===== config.mk =====
export PLATFORM = sky130hd
export DESIGN_NAME = dbgmb_top
export DESIGN_NICKNAME = d
export VERILOG_FILES = /design/src/rtl/dbgmb_pkg.sv /design/src/rtl/dbgmb_slot.sv /design/src/rtl/dbgmb_irq.sv /design/src/rtl/dbgmb_top.sv
export SDC_FILE = /design/constraint.sdc
export NUM_CORES = 1
export LEC_CHECK = 0
export BUFFER_PORTS_ARGS = -buffer_cell sky130_fd_sc_hd__clkbuf_2
export CELL_PAD_IN_SITES_DETAIL_PLACEMENT = 1
export CELL_PAD_IN_SITES_GLOBAL_PLACEMENT = 1
export CORE_MARGIN = 1.5
export CORE_UTILIZATION = 40
export DETAILED_ROUTE_END_ITERATION = 10
export GPL_TIMING_DRIVEN = 0
export PLACE_DENSITY = 0.92
export SYNTH_ARGS = -nofsm -noshare
export SYNTH_HDL_FRONTEND = slang
export SYNTH_HIERARCHICAL = 1
export SYNTH_SLANG_ARGS = --single-unit

===== constraint.sdc =====
create_clock -name clk -period 3.5 [get_ports clk]
set_input_delay 0.175 -clock clk [delete_from_list [all_inputs] [get_ports clk]]
set_output_delay 0.175 -clock clk [all_outputs]
set_load 0.01 [all_outputs]

===== src/rtl/dbgmb_pkg.sv =====
package dbgmb_pkg;
  localparam int REG_AW = 2;
  localparam logic [REG_AW-1:0] A_TX   = 2'd0;
  localparam logic [REG_AW-1:0] A_RX   = 2'd1;
  localparam logic [REG_AW-1:0] A_STAT = 2'd2;
  localparam logic [REG_AW-1:0] A_CTRL = 2'd3;
  localparam int N_SRC    = 2;  // 0: inbound written, 1: outbound consumed
  localparam int PEND_LSB = 4;

  typedef struct packed {
    logic ovr;
    logic full;
  } slot_flags_t;
endpackage


===== src/rtl/dbgmb_slot.sv =====
module dbgmb_slot #(
  parameter int DW = 32
) (
  input  logic                     clk,
  input  logic                     rst_n,
  input  logic                     wr,
  input  logic [DW-1:0]            wdata,
  input  logic                     cons,
  output logic [DW-1:0]            data,
  output dbgmb_pkg::slot_flags_t   flags
);
  always_ff @(posedge clk) begin
    if (!rst_n) begin
      data  <= '0;
      flags <= '0;
    end else begin
      if (wr) data <= wdata;
      flags.full <= wr | (flags.full & ~cons);
      flags.ovr  <= ~cons & (flags.ovr | (wr & flags.full));
    end
  end
endmodule


===== src/rtl/dbgmb_irq.sv =====
module dbgmb_irq #(
  parameter int N = 2
) (
  input  logic         clk,
  input  logic         rst_n,
  input  logic         ctl_we,
  input  logic [N-1:0] en_wdata,
  input  logic [N-1:0] clr_mask,
  input  logic [N-1:0] set,
  output logic [N-1:0] en,
  output logic [N-1:0] pend,
  output logic         irq
);
  for (genvar i = 0; i < N; i++) begin : g_src
    always_ff @(posedge clk) begin
      if (!rst_n) begin
        en[i]   <= 1'b0;
        pend[i] <= 1'b0;
      end else begin
        if (ctl_we) en[i] <= en_wdata[i];
        pend[i] <= set[i] | (pend[i] & ~(ctl_we & clr_mask[i]));
      end
    end
  end

  assign irq = |(pend & en);
endmodule


===== src/rtl/dbgmb_top.sv =====
module dbgmb_top #(
  parameter int DW = 32
) (
  input  logic          clk,
  input  logic          rst_n,
  input  logic          cpu_sel,
  input  logic          cpu_we,
  input  logic [1:0]    cpu_addr,
  input  logic [DW-1:0] cpu_wdata,
  output logic [DW-1:0] cpu_rdata,
  input  logic          dbg_sel,
  input  logic          dbg_we,
  input  logic [1:0]    dbg_addr,
  input  logic [DW-1:0] dbg_wdata,
  output logic [DW-1:0] dbg_rdata,
  output logic          irq
);
  import dbgmb_pkg::*;

  localparam int STAT_W = 4;

  logic tx_wr, tx_cons, rx_wr, rx_cons, ctl_we;
  logic [DW-1:0] tx_data, rx_data;
  slot_flags_t   tx_flags, rx_flags;
  logic [N_SRC-1:0] en, pend;
  logic [DW-1:0] stat_word, ctrl_word;

  assign tx_wr   = cpu_sel &  cpu_we & (cpu_addr == A_TX);
  assign rx_cons = cpu_sel & ~cpu_we & (cpu_addr == A_RX);
  assign ctl_we  = cpu_sel &  cpu_we & (cpu_addr == A_CTRL);
  assign rx_wr   = dbg_sel &  dbg_we & (dbg_addr == A_RX);
  assign tx_cons = dbg_sel & ~dbg_we & (dbg_addr == A_TX);

  dbgmb_slot #(.DW(DW)) u_tx (
    .clk(clk), .rst_n(rst_n), .wr(tx_wr), .wdata(cpu_wdata),
    .cons(tx_cons), .data(tx_data), .flags(tx_flags)
  );

  dbgmb_slot #(.DW(DW)) u_rx (
    .clk(clk), .rst_n(rst_n), .wr(rx_wr), .wdata(dbg_wdata),
    .cons(rx_cons), .data(rx_data), .flags(rx_flags)
  );

  dbgmb_irq #(.N(N_SRC)) u_irq (
    .clk(clk), .rst_n(rst_n), .ctl_we(ctl_we),
    .en_wdata(cpu_wdata[N_SRC-1:0]),
    .clr_mask(cpu_wdata[PEND_LSB +: N_SRC]),
    .set({tx_cons, rx_wr}),
    .en(en), .pend(pend), .irq(irq)
  );

  always_comb begin
    stat_word = '0;
    stat_word[STAT_W-1:0] = {rx_flags.ovr, rx_flags.full, tx_flags.ovr, tx_flags.full};
    ctrl_word = '0;
    ctrl_word[N_SRC-1:0] = en;
    ctrl_word[PEND_LSB +: N_SRC] = pend;
  end

  always_comb begin
    unique case (cpu_addr)
      A_TX:    cpu_rdata = tx_data;
      A_RX:    cpu_rdata = rx_data;
      A_STAT:  cpu_rdata = stat_word;
      default: cpu_rdata = ctrl_word;
    endcase
  end

  always_comb begin
    unique case (dbg_addr)
      A_TX:    dbg_rdata = tx_data;
      A_RX:    dbg_rdata = rx_data;
      A_STAT:  dbg_rdata = stat_word;
      default: dbg_rdata = '0;
    endcase
  end
endmodule


==> run summary <==
Number of I/O pins -> 139
Post-synth top cells -> 128 x mux2i_1, 72 x dfxtp_1, 69 x nor2b_1, 55 x nor2_1, 10 x clkbuf_1
Pre-CTS setup slack -> 1.81 ns
Highest Clock Rate -> 656 MHz
Diode count -> 0
Share of layout cells above drive strength 1 -> 0.318
Area growth syn-to-layout -> 25.5%
DP HPWL -> 9220 um
Filler cells -> 1,155
Count of pins over their slew limit -> 0
DR vias/cell -> 5.07
Hold_ws -> 0.0464 ns
Port Buf Inserts -> 136
Grt ovf -> 0
Area leader, netlist -> dfxtp_1
Slack of the worst reg-to-reg path -> 2.69 ns
Post-Syn Instances -> 388
CTS Root Cell -> clkbuf_8
Worst Setup Slack, final -> 1.98 ns
Slowest stage delay, CP -> 0.51 ns
Worst setup SP type -> flip-flop
Crit path cell chain -> mux4_1 > clkbuf_2
Required time worst endpoint -> 3.32 ns
CTS tree -> built
Crit path launch -> u_tx/flags[0]
Gr usage total -> 0.238
FFs w/ async S/R, synth -> 0
Slowest stage cell on the critical path -> mux4_1
Syn avg cell area -> 10.1 um2
LEAKAGE -> 2.10 nW
WP buf/inv -> 1
H-tree depth -> 3
Worst hold path depth -> 2
Post-synth EDFFs -> 0
CTS Hold Bufs -> 0
Maximum VDD drop -> 191 uV
Drt wl/cell -> 18.4 um
Final min period -> 1.52 ns
Rows -> 35
CP Capture Point -> cpu_rdata[0]
Clock Path Buffers -> 2
FF-to-FF End -> u_tx/flags[0]
TritonCTS sink count -> 72
Share of the synthesized area in the top cell type -> 0.369
Worst reg2reg startpoint -> u_tx/flags[0]
Max-cap violations -> 0
Synth Register Bits -> 72
Final clock skew -> 0.00135 ns
Post-route clock period utilization -> 0.435
Die area -> 10,400 um2
Clk_lat worst skew -> 0.34 ns
Worst min-delay path class -> in -> reg
Cts bufs inserted -> 9
Worst-path clk slew -> 0.08 ns
First-pass GRT wire length -> 18,500 um
Crit Path Class -> reg -> out
Status -> complete, no violations
Setup TNS -> 0 ns
DRT iter0 DRCs -> 37
Top FF cell, synth -> dfxtp_1
Largest net degree at the start of global routing -> 19
Cell area power density -> 337 nW/um2
TritonRoute pass-1 iters -> 4
Placer Congestion -> 0.826
Cell family with most CP delay -> multiplexers
Mapped Nets -> 462
Nets -> 609
Post-Route WL -> 12,300 um
Post-route DRC -> 0
Worst-margin pin slew -> 0.807 ns
Initial antenna violation count -> 0
Fin. Hold Viols -> 0
Design Power -> 1.65 mW
Core box area -> 9370 um2
Post-Syn Area -> 3900 um2
CP Capture Type -> primary output
Initial core utilization -> 0.417
Dpl cell area -> 4750 um2
Max_slew headroom -> 0.454
Stages on worst setup path -> 2
DR vias -> 3,381
Reg2Reg Depth -> 2
CP Max Fanout -> 4
Sequential area share after synthesis -> 0.369
RSZ-0062 raised after global routing -> false
Die W -> 102 um
Post_cts resized -> 0
Most frequent cell after synthesis -> mux2i_1
Crit path DAT -> 1.35 ns
ANT nets after route -> 0
Die Ht -> 102 um
# setup viols final -> 0
Yosys Warn Count -> 6
Via count of the first global-routing pass -> 3,618
Post-route cell area -> 4900 um2
Synth top area cells -> dfxtp_1 37%, mux2i_1 33%, nor2b_1 11%
Post-synth cell types -> 27
Post-CTS setup buffers -> 0
==> cells by family after synthesis <==
family | after synthesis | share of synthesized area
buf+inv | 32 | 0.0740
flops | 72 | 0.369
mux | 130 | 0.341
compound gates | 17 | 0.0308
simple gates | 137 | 0.186
==> state kept, by name, summed over array words and instances, names as in the netlist <==
signal and cells:
u_rx/data 32, u_tx/data 32, u_irq/en 2, u_irq/pend 2, u_rx/flags 2, u_tx/flags 2
==> report_power, final <==
part	internal (mW)	leakage (nW)	switching (mW)
registers	0.837	0.583	0.0151
logic	0.112	1.44	0.121
clock network	0.269	0.0794	0.298
==> placed cells by master (no fill, tap or decap), types with 3 or more instances in the layout <==
| cell type | synthesis | layout |
|---|---|---|
| nor2_1 | 55 | 55 |
| clkbuf_8 | 0 | 10 |
| buf_6 | 8 | 8 |
| nor2b_1 | 69 | 69 |
| nand2_1 | 4 | 4 |
| buf_12 | 6 | 6 |
| dfxtp_1 | 72 | 72 |
| o2bb2ai_1 | 4 | 4 |
| clkbuf_1 | 10 | 13 |
| o21ai_0 | 5 | 5 |
| buf_2 | 3 | 3 |
| clkbuf_2 | 0 | 136 |
| mux2i_1 | 128 | 128 |
==> final cells by class <==
type | instances | area [um2] | share of cell area
multi-input combinational | 284 | 2170 | 0.444
sequential | 72 | 1440 | 0.294
timing repair buffer | 136 | 681 | 0.139
buffer | 30 | 282 | 0.0574
tap | 129 | 161 | 0.0329
clock buffer | 13 | 149 | 0.0304
inverter | 2 | 7.51 | 0.00153
clock inverter | 1 | 5.00 | 0.00102
==> layer usage <==
layer	vias to the layer above	GRT usage	share of wire
met5	-	0	0
met4	0	0.0759	0.015
met3	18	0.0511	0.049
met2	107	0.426	0.50
met1	1649	0.282	0.43
li1	1607	-	-
==> per-stage QoR <==
stage | utilization | cells
final | 0.523 | 667
after global routing | 0.523 | 667
after CTS | 0.523 | 667
after detailed placement | 0.507 | 653
after global placement | 0.507 | 653
after floorplan | - | 388
==> worst min path at each step <==
stage,endpoint,slack (ns),from
global route,u_irq/pend[1],0.05,cpu_wdata[5]
detailed placement,u_irq/pend[1],0.41,cpu_wdata[5]
floorplan,u_irq/pend[0],0.28,cpu_wdata[4]
global placement,u_irq/pend[0],0.41,cpu_wdata[4]
finish,u_irq/pend[1],0.05,cpu_wdata[5]
CTS,u_irq/pend[1],0.03,cpu_wdata[5]
Note: power is estimated with default switching activity, not from simulation.
